===== config.mk =====
export PLATFORM = sky130hd
export DESIGN_NAME = mw_eeprom_reader
export DESIGN_NICKNAME = d
export VERILOG_FILES = /design/src/rtl/mw_pkg.sv /design/src/rtl/mw_phase_timer.sv /design/src/rtl/mw_cmd_builder.sv /design/src/rtl/mw_rx_shift.sv /design/src/rtl/mw_eeprom_reader.sv
export SDC_FILE = /design/constraint.sdc
export NUM_CORES = 1
export LEC_CHECK = 0
export ABC_AREA = 1
export CAP_MARGIN = 20
export CORE_MARGIN = 2
export CORE_UTILIZATION = 40
export DETAILED_ROUTE_END_ITERATION = 10
export GPL_TIMING_DRIVEN = 0
export PLACE_DENSITY = 0.71
export SLEW_MARGIN = 20
export SYNTH_ARGS = -nofsm -noshare
export SYNTH_HDL_FRONTEND = slang
export SYNTH_SLANG_ARGS = --single-unit

===== constraint.sdc =====
create_clock -name clk -period 3.5 [get_ports clk]
set_input_delay 0.875 -clock clk [delete_from_list [all_inputs] [get_ports clk]]
set_output_delay 0.875 -clock clk [all_outputs]
set_load 0.05 [all_outputs]

===== src/rtl/mw_pkg.sv =====
// Shared types for the serial EEPROM word reader.
// Assumes nothing beyond IEEE 1800-2017 packages.
package mw_pkg;

    // Sequencer phases; each non-idle phase except FINISH lasts one timer period.
    typedef enum logic [2:0] {
        ST_IDLE   = 3'd0,
        ST_SELECT = 3'd1,
        ST_CMD_LO = 3'd2,
        ST_CMD_HI = 3'd3,
        ST_GAP    = 3'd4,
        ST_DAT_HI = 3'd5,
        ST_DAT_LO = 3'd6,
        ST_FINISH = 3'd7
    } mw_state_t;

endpackage


===== src/rtl/mw_phase_timer.sv =====
// Phase timer: pulses tick_o on the last system clock of each phase.
// A phase lasts len_i clocks. Assumes len_i >= 1 and that len_i is stable while run_i is high.
// The count restarts whenever run_i is low.
module mw_phase_timer #(
    parameter int DIV_W = 8
) (
    input  logic             clk,
    input  logic             rst_n,
    input  logic             run_i,
    input  logic [DIV_W-1:0] len_i,
    output logic             tick_o
);

    logic [DIV_W-1:0] cnt_q;

    assign tick_o = run_i && (cnt_q == len_i - 1'b1);

    // Count clocks within the current phase; wrap on tick.
    always_ff @(posedge clk) begin
        if (!rst_n || !run_i || tick_o)
            cnt_q <= '0;
        else
            cnt_q <= cnt_q + 1'b1;
    end

    AST_PHASE_BOUND: assert property (@(posedge clk) disable iff (!rst_n)
        run_i |-> (cnt_q < len_i));

endmodule


===== src/rtl/mw_cmd_builder.sv =====
// Read-command former: left-aligns {00, 110, address} in a CMD_W-bit field.
// Also reports how many of those bits are sent.
// Purely combinational. Assumes AW_WIDE > AW_NARROW.
module mw_cmd_builder #(
    parameter int AW_NARROW = 6,
    parameter int AW_WIDE   = 8,
    localparam int CMD_W    = AW_WIDE + 5,
    localparam int CNT_W    = $clog2(CMD_W + 1)
) (
    input  logic [AW_WIDE-1:0] addr_i,
    input  logic               wide_i,
    output logic [CMD_W-1:0]   cmd_o,
    output logic [CNT_W-1:0]   nbits_o
);

    localparam int PAD = AW_WIDE - AW_NARROW;

    // Place opcode above the selected address field, MSB aligned.
    always_comb begin
        if (wide_i) begin
            cmd_o   = {2'b00, 3'b110, addr_i};
            nbits_o = CNT_W'(AW_WIDE + 5);
        end else begin
            cmd_o   = {2'b00, 3'b110, addr_i[AW_NARROW-1:0], {PAD{1'b0}}};
            nbits_o = CNT_W'(AW_NARROW + 5);
        end
    end

endmodule


===== src/rtl/mw_rx_shift.sv =====
// Receive shifter: collects serial bits MSB first.
// Publishes the finished word on load_i and holds it until the next load.
// Assumes load_i comes after the final shift_i.
module mw_rx_shift #(
    parameter int DATA_W = 16
) (
    input  logic              clk,
    input  logic              rst_n,
    input  logic              shift_i,
    input  logic              bit_i,
    input  logic              load_i,
    output logic [DATA_W-1:0] word_o
);

    logic [DATA_W-1:0] sr_q;

    // Shift the sampled bit in at the LSB end.
    always_ff @(posedge clk) begin
        if (!rst_n)
            sr_q <= '0;
        else if (shift_i)
            sr_q <= {sr_q[DATA_W-2:0], bit_i};
    end

    // Hold the published result between reads.
    always_ff @(posedge clk) begin
        if (!rst_n)
            word_o <= '0;
        else if (load_i)
            word_o <= sr_q;
    end

    AST_WORD_HELD: assert property (@(posedge clk) disable iff (!rst_n)
        !$past(load_i) |-> $stable(word_o));

endmodule


===== src/rtl/mw_eeprom_reader.sv =====
// Serial EEPROM word reader.
// Frames a read with chip select, shifts out a read command, then clocks in DATA_W bits.
// Pulses done_o with the word before it drops chip select.
// Assumes the EEPROM drives do_i after the rising edge of sk_o.
// The bit is captured at the end of the high phase.
module mw_eeprom_reader #(
    parameter int DIV_W     = 8,
    parameter int AW_NARROW = 6,
    parameter int AW_WIDE   = 8,
    parameter int DATA_W    = 16
) (
    input  logic               clk,
    input  logic               rst_n,
    input  logic               start_i,
    input  logic [AW_WIDE-1:0] addr_i,
    input  logic               wide_i,
    input  logic [DIV_W-1:0]   half_div_i,
    input  logic               do_i,
    output logic               cs_o,
    output logic               sk_o,
    output logic               di_o,
    output logic               done_o,
    output logic [DATA_W-1:0]  word_o
);

    import mw_pkg::*;

    localparam int CMD_W = AW_WIDE + 5;
    localparam int CNT_W = $clog2(CMD_W + 1);
    localparam int IDX_W = $clog2((CMD_W > DATA_W ? CMD_W : DATA_W) + 1);

    mw_state_t        state_q;
    logic [CMD_W-1:0] cmd_sr_q;
    logic [IDX_W-1:0] idx_q;
    logic [DIV_W-1:0] len_q;
    logic [CMD_W-1:0] cmd_w;
    logic [CNT_W-1:0] nbits_w;
    logic             tick;
    logic             run;
    logic             accept;

    mw_cmd_builder #(
        .AW_NARROW (AW_NARROW),
        .AW_WIDE   (AW_WIDE)
    ) i_cmd (
        .addr_i  (addr_i),
        .wide_i  (wide_i),
        .cmd_o   (cmd_w),
        .nbits_o (nbits_w)
    );

    assign run    = (state_q != ST_IDLE) && (state_q != ST_FINISH);
    assign accept = (state_q == ST_IDLE) && start_i;

    mw_phase_timer #(
        .DIV_W (DIV_W)
    ) i_timer (
        .clk    (clk),
        .rst_n  (rst_n),
        .run_i  (run),
        .len_i  (len_q),
        .tick_o (tick)
    );

    mw_rx_shift #(
        .DATA_W (DATA_W)
    ) i_rx (
        .clk     (clk),
        .rst_n   (rst_n),
        .shift_i (tick && (state_q == ST_DAT_HI)),
        .bit_i   (do_i),
        .load_i  (tick && (state_q == ST_DAT_LO) && (idx_q == '0)),
        .word_o  (word_o)
    );

    // Sequencer: advances one phase per timer tick, captures request on accept.
    always_ff @(posedge clk) begin
        if (!rst_n) begin
            state_q  <= ST_IDLE;
            cmd_sr_q <= '0;
            idx_q    <= '0;
            len_q    <= DIV_W'(1);
        end else if (accept) begin
            state_q  <= ST_SELECT;
            cmd_sr_q <= cmd_w;
            idx_q    <= IDX_W'(nbits_w - 1'b1);
            len_q    <= (half_div_i == '0) ? DIV_W'(1) : half_div_i;
        end else if (state_q == ST_FINISH) begin
            state_q <= ST_IDLE;
        end else if (tick) begin
            case (state_q)
                ST_SELECT: state_q <= ST_CMD_LO;
                ST_CMD_LO: state_q <= ST_CMD_HI;
                ST_CMD_HI: begin
                    cmd_sr_q <= {cmd_sr_q[CMD_W-2:0], 1'b0};
                    if (idx_q == '0) begin
                        state_q <= ST_GAP;
                    end else begin
                        idx_q   <= idx_q - 1'b1;
                        state_q <= ST_CMD_LO;
                    end
                end
                ST_GAP: begin
                    idx_q   <= IDX_W'(DATA_W - 1);
                    state_q <= ST_DAT_HI;
                end
                ST_DAT_HI: state_q <= ST_DAT_LO;
                ST_DAT_LO: begin
                    if (idx_q == '0) begin
                        state_q <= ST_FINISH;
                    end else begin
                        idx_q   <= idx_q - 1'b1;
                        state_q <= ST_DAT_HI;
                    end
                end
                default: state_q <= ST_IDLE;
            endcase
        end
    end

    // Pin levels decoded from the registered phase.
    always_comb begin
        cs_o   = (state_q != ST_IDLE) && (state_q != ST_SELECT);
        sk_o   = (state_q == ST_CMD_HI) || (state_q == ST_DAT_HI);
        di_o   = ((state_q == ST_CMD_LO) || (state_q == ST_CMD_HI)) && cmd_sr_q[CMD_W-1];
        done_o = (state_q == ST_FINISH);
    end

    AST_SK_NEEDS_CS: assert property (@(posedge clk) disable iff (!rst_n)
        sk_o |-> cs_o);
    AST_DI_HELD_HIGH: assert property (@(posedge clk) disable iff (!rst_n)
        (sk_o && $past(sk_o)) |-> $stable(di_o));
    AST_DONE_PULSE: assert property (@(posedge clk) disable iff (!rst_n)
        done_o |=> !done_o);
    AST_DONE_DROPS_CS: assert property (@(posedge clk) disable iff (!rst_n)
        done_o |=> !cs_o);
    AST_START_FROM_IDLE: assert property (@(posedge clk) disable iff (!rst_n)
        ((state_q == ST_SELECT) && ($past(state_q) != ST_SELECT)) |-> ($past(state_q) == ST_IDLE));
    AST_SELECT_CS_LOW: assert property (@(posedge clk) disable iff (!rst_n)
        $rose(cs_o) |-> ($past(state_q) == ST_SELECT));

endmodule


==> metrics.cfg <==
[critical_path]
rr_endpoint=i_rx.word_o[10]
crit_required_ps=2620
cp_max_fo=7
start_kind=register
critPathKind=register to output pin
setup.worst_path.end_class=output pin
arrival_ps=2100
r2r_cells=12
reg2reg_setup_slack_ps=1090
reg2reg_from=len_q[0]

[pwr]
power_frac_clock=0.380
leakagePower_nw=1.97
vdd_drop_max_v=0.000236
power_density_mw_per_mm2=411
power_switching_uw=526
p_int_mw=1.25
pwr-share-comb=0.153
pwr-share-seq=0.467
swShare=0.297
power_mw=1.77

[die]
dieArea_mm2=0.00973
start_util=0.411
ios=41
core_mm2=0.00872
num_rows=34
die_w_um=98.7
dieHeight_um=98.7

[placement]
gp_congestion=0.867
port_buffers=39
dpl_cell_area_mm2=0.00411
dpl.hpwl_mm=6.09

[finish]
layout-drive-gt1-share=0.0578
area_delta_synth_final_pct=20.4
fin_util=0.495
nNetsFinal=626
final_cell_area_mm2=0.00432
antenna_cells=0

[global_route]
track_usage=0.174
grt_pass1_vias=3135
grt_pass1_wl_mm=14.1
antenna_found_initial=0
grt_max_degree=15
grt-ovfl-total=0

[synthesis]
synth_warnings=0
synth_cells=551
ys_types=30
yosysSeqAreaShare=0.385
synth-seq-cells=69
syn_area_mm2=0.00358
synth_top_cell_area_share=0.385
yosysTopAreaCell=dfxtp_1
synth_top_family_by_area=simple AND/OR/NAND/NOR gates
synthTopCellsByArea=dfxtp_1 39%, nand2_1 16%, inv_1 8.8%, nor2_1 8.6%, nand3_1 5.0%
muxShareOfSynthArea=0
synth-xor-area-share=0.0409
synth-compound-area-share=0.0744
yosys.area_share.simple=0.365
synth-adder-area-share=0.0140
syn_avg_cell_area_um2=6.50
syn_nets=576

[min_path]
whs_path_depth=2
hold_start=cmd_sr_q[7]
worstHoldEndpoint=cmd_sr_q[7]
hp-class=register to register

[timing]
fmax_mhz=336
maxSlewHeadroom=0.384
clock_skew_ps=15.6
setup_violations=0
fin_crit_sh=0.850
min_period_ps=2970
tns_ps=0
tightest_slew_ps=910
finalMaxSlewViolations=0
grt_setup_unrepaired=no
hold_violations=0
holdWs_ps=466

[detailed_routing]
totalWireLength_mm=8.09
firstDrtPassIters=4
drt_iter0_drc=131
drtAntennaViolNets=0
dr_total_vias=3415
drcViolationCount=0
viasPerCell=4.78
wire_per_inst_um=11.3

[clocking]
post_cts_buffers=0
cts.path.max_buffers=2
cts.sinks=69
cts-buffers-inserted=9
cts_hold_buf=0
htree_num_levels=3
clkTransAtPathRegs_ps=80
clkLatencyLatePin_ps=350
cts_tree=built
post_cts_resize_count=0
cts-root-buf=clkbuf_8

[run_status]
outcome=finished clean

[job]
maxCapViolCount=0

==> power by group through the flow <==
stage | registers, mW | logic (mW) | clock network, mW
final | 0.827 | 0.272 | 0.674
after detailed placement | 0.845 | 0.270 | 0
after global routing | 0.830 | 0.310 | 0.728
after floorplan | 0.841 | 0.197 | 0
after CTS | 0.827 | 0.271 | 0.689
after global placement | 0.844 | 0.263 | 0
==> through the flow <==
step / std cells / worst slack (ps)
after floorplan: 551 / 1120
after CTS: 714 / 514
after global placement: 698 / 900
after detailed placement: 698 / 871
final: 714 / 526
after global routing: 714 / 401
==> placed cells by master (no fill, tap or decap), drive strengths merged, types with 11 or more instances in the layout <==
cell	n
clkbuf	18
nand4	20
inv	88
clkdlybuf4s50	39
nand3	37
nand2	154
a21oi	22
nor2	84
buf	11
dfxtp	69
o21ai	19
==> how the worst max path moves through the flow <==
stage / end / slack [ps] / startpoint
2_1_floorplan: di_o / 1120 / state_q[1]
3_5_place_dp: idx_q[2] / 870 / start_i
3_3_place_gp: cmd_sr_q[4] / 900 / start_i
5_1_grt: sk_o / 400 / state_q[0]
6_report: sk_o / 530 / state_q[0]
4_1_cts: sk_o / 510 / state_q[0]
==> cell type report <==
| type | instances | area, um^2 |
|---|---|---|
| Multi-Input combinational cell | 375 | 1770 |
| Clock inverter | 7 | 82.6 |
| Inverter | 87 | 327 |
| Tap cell | 108 | 135 |
| Timing Repair Buffer | 39 | 390 |
| Buffer | 20 | 105 |
| Clock buffer | 9 | 124 |
| Sequential cell | 69 | 1380 |
| Fill cell | 906 | 4410 |
==> synthesized netlist by cell type, drive strengths merged <==
| library cell | n |
|---|---|
| inv | 86 |
| or2 | 1 |
| a21oi | 22 |
| nand4 | 20 |
| nor3 | 8 |
| nand2 | 154 |
| xor2 | 9 |
| nor4 | 1 |
| clkbuf | 9 |
| dfxtp | 69 |
| nand3b | 2 |
| ha | 4 |
| o211ai | 3 |
| nor2 | 84 |
| nand3 | 37 |
| a22oi | 4 |
| buf | 11 |
| o21ai | 19 |
| o311ai | 1 |
| clkinv | 1 |
| xor3 | 1 |
| xnor2 | 5 |
==> kinds of logic after synthesis <==
| family | count (synthesis) |
|---|---|
| AOI/OAI and AO/OA | 49 |
| adders and majority gates | 4 |
| and+or+nand+nor | 307 |
| buffers and inverters | 107 |
| xor gates and xnor gates | 15 |
| DFF | 69 |
==> per-layer routing <==
metal / vias up / wire (um) / track usage
li1: 1810 / - / -
met1: 1530 / 3940 / 0.230
met2: 68 / 3760 / 0.290
met3: 7 / 313 / 0.0319
met4: 0 / 81 / 0.0548
met5: - / 0 / 0
==> state kept, by name, summed over array words and instances (netlist names) <==
| register | count |
|---|---|
| i_rx.sr_q | 16 |
| i_rx.word_o | 16 |
| cmd_sr_q | 13 |
| i_timer.cnt_q | 8 |
| len_q | 8 |
| idx_q | 5 |
| state_q | 3 |
==> worst max-delay path, cell delays in order (launching register included) <==
cell and delay (ps):
dfxtp_1 470, nand2_1 110, nor2_1 200, inv_1 90, nand2_1 80, clkdlybuf4s50_1 810
(Power assumes the default switching activity.)
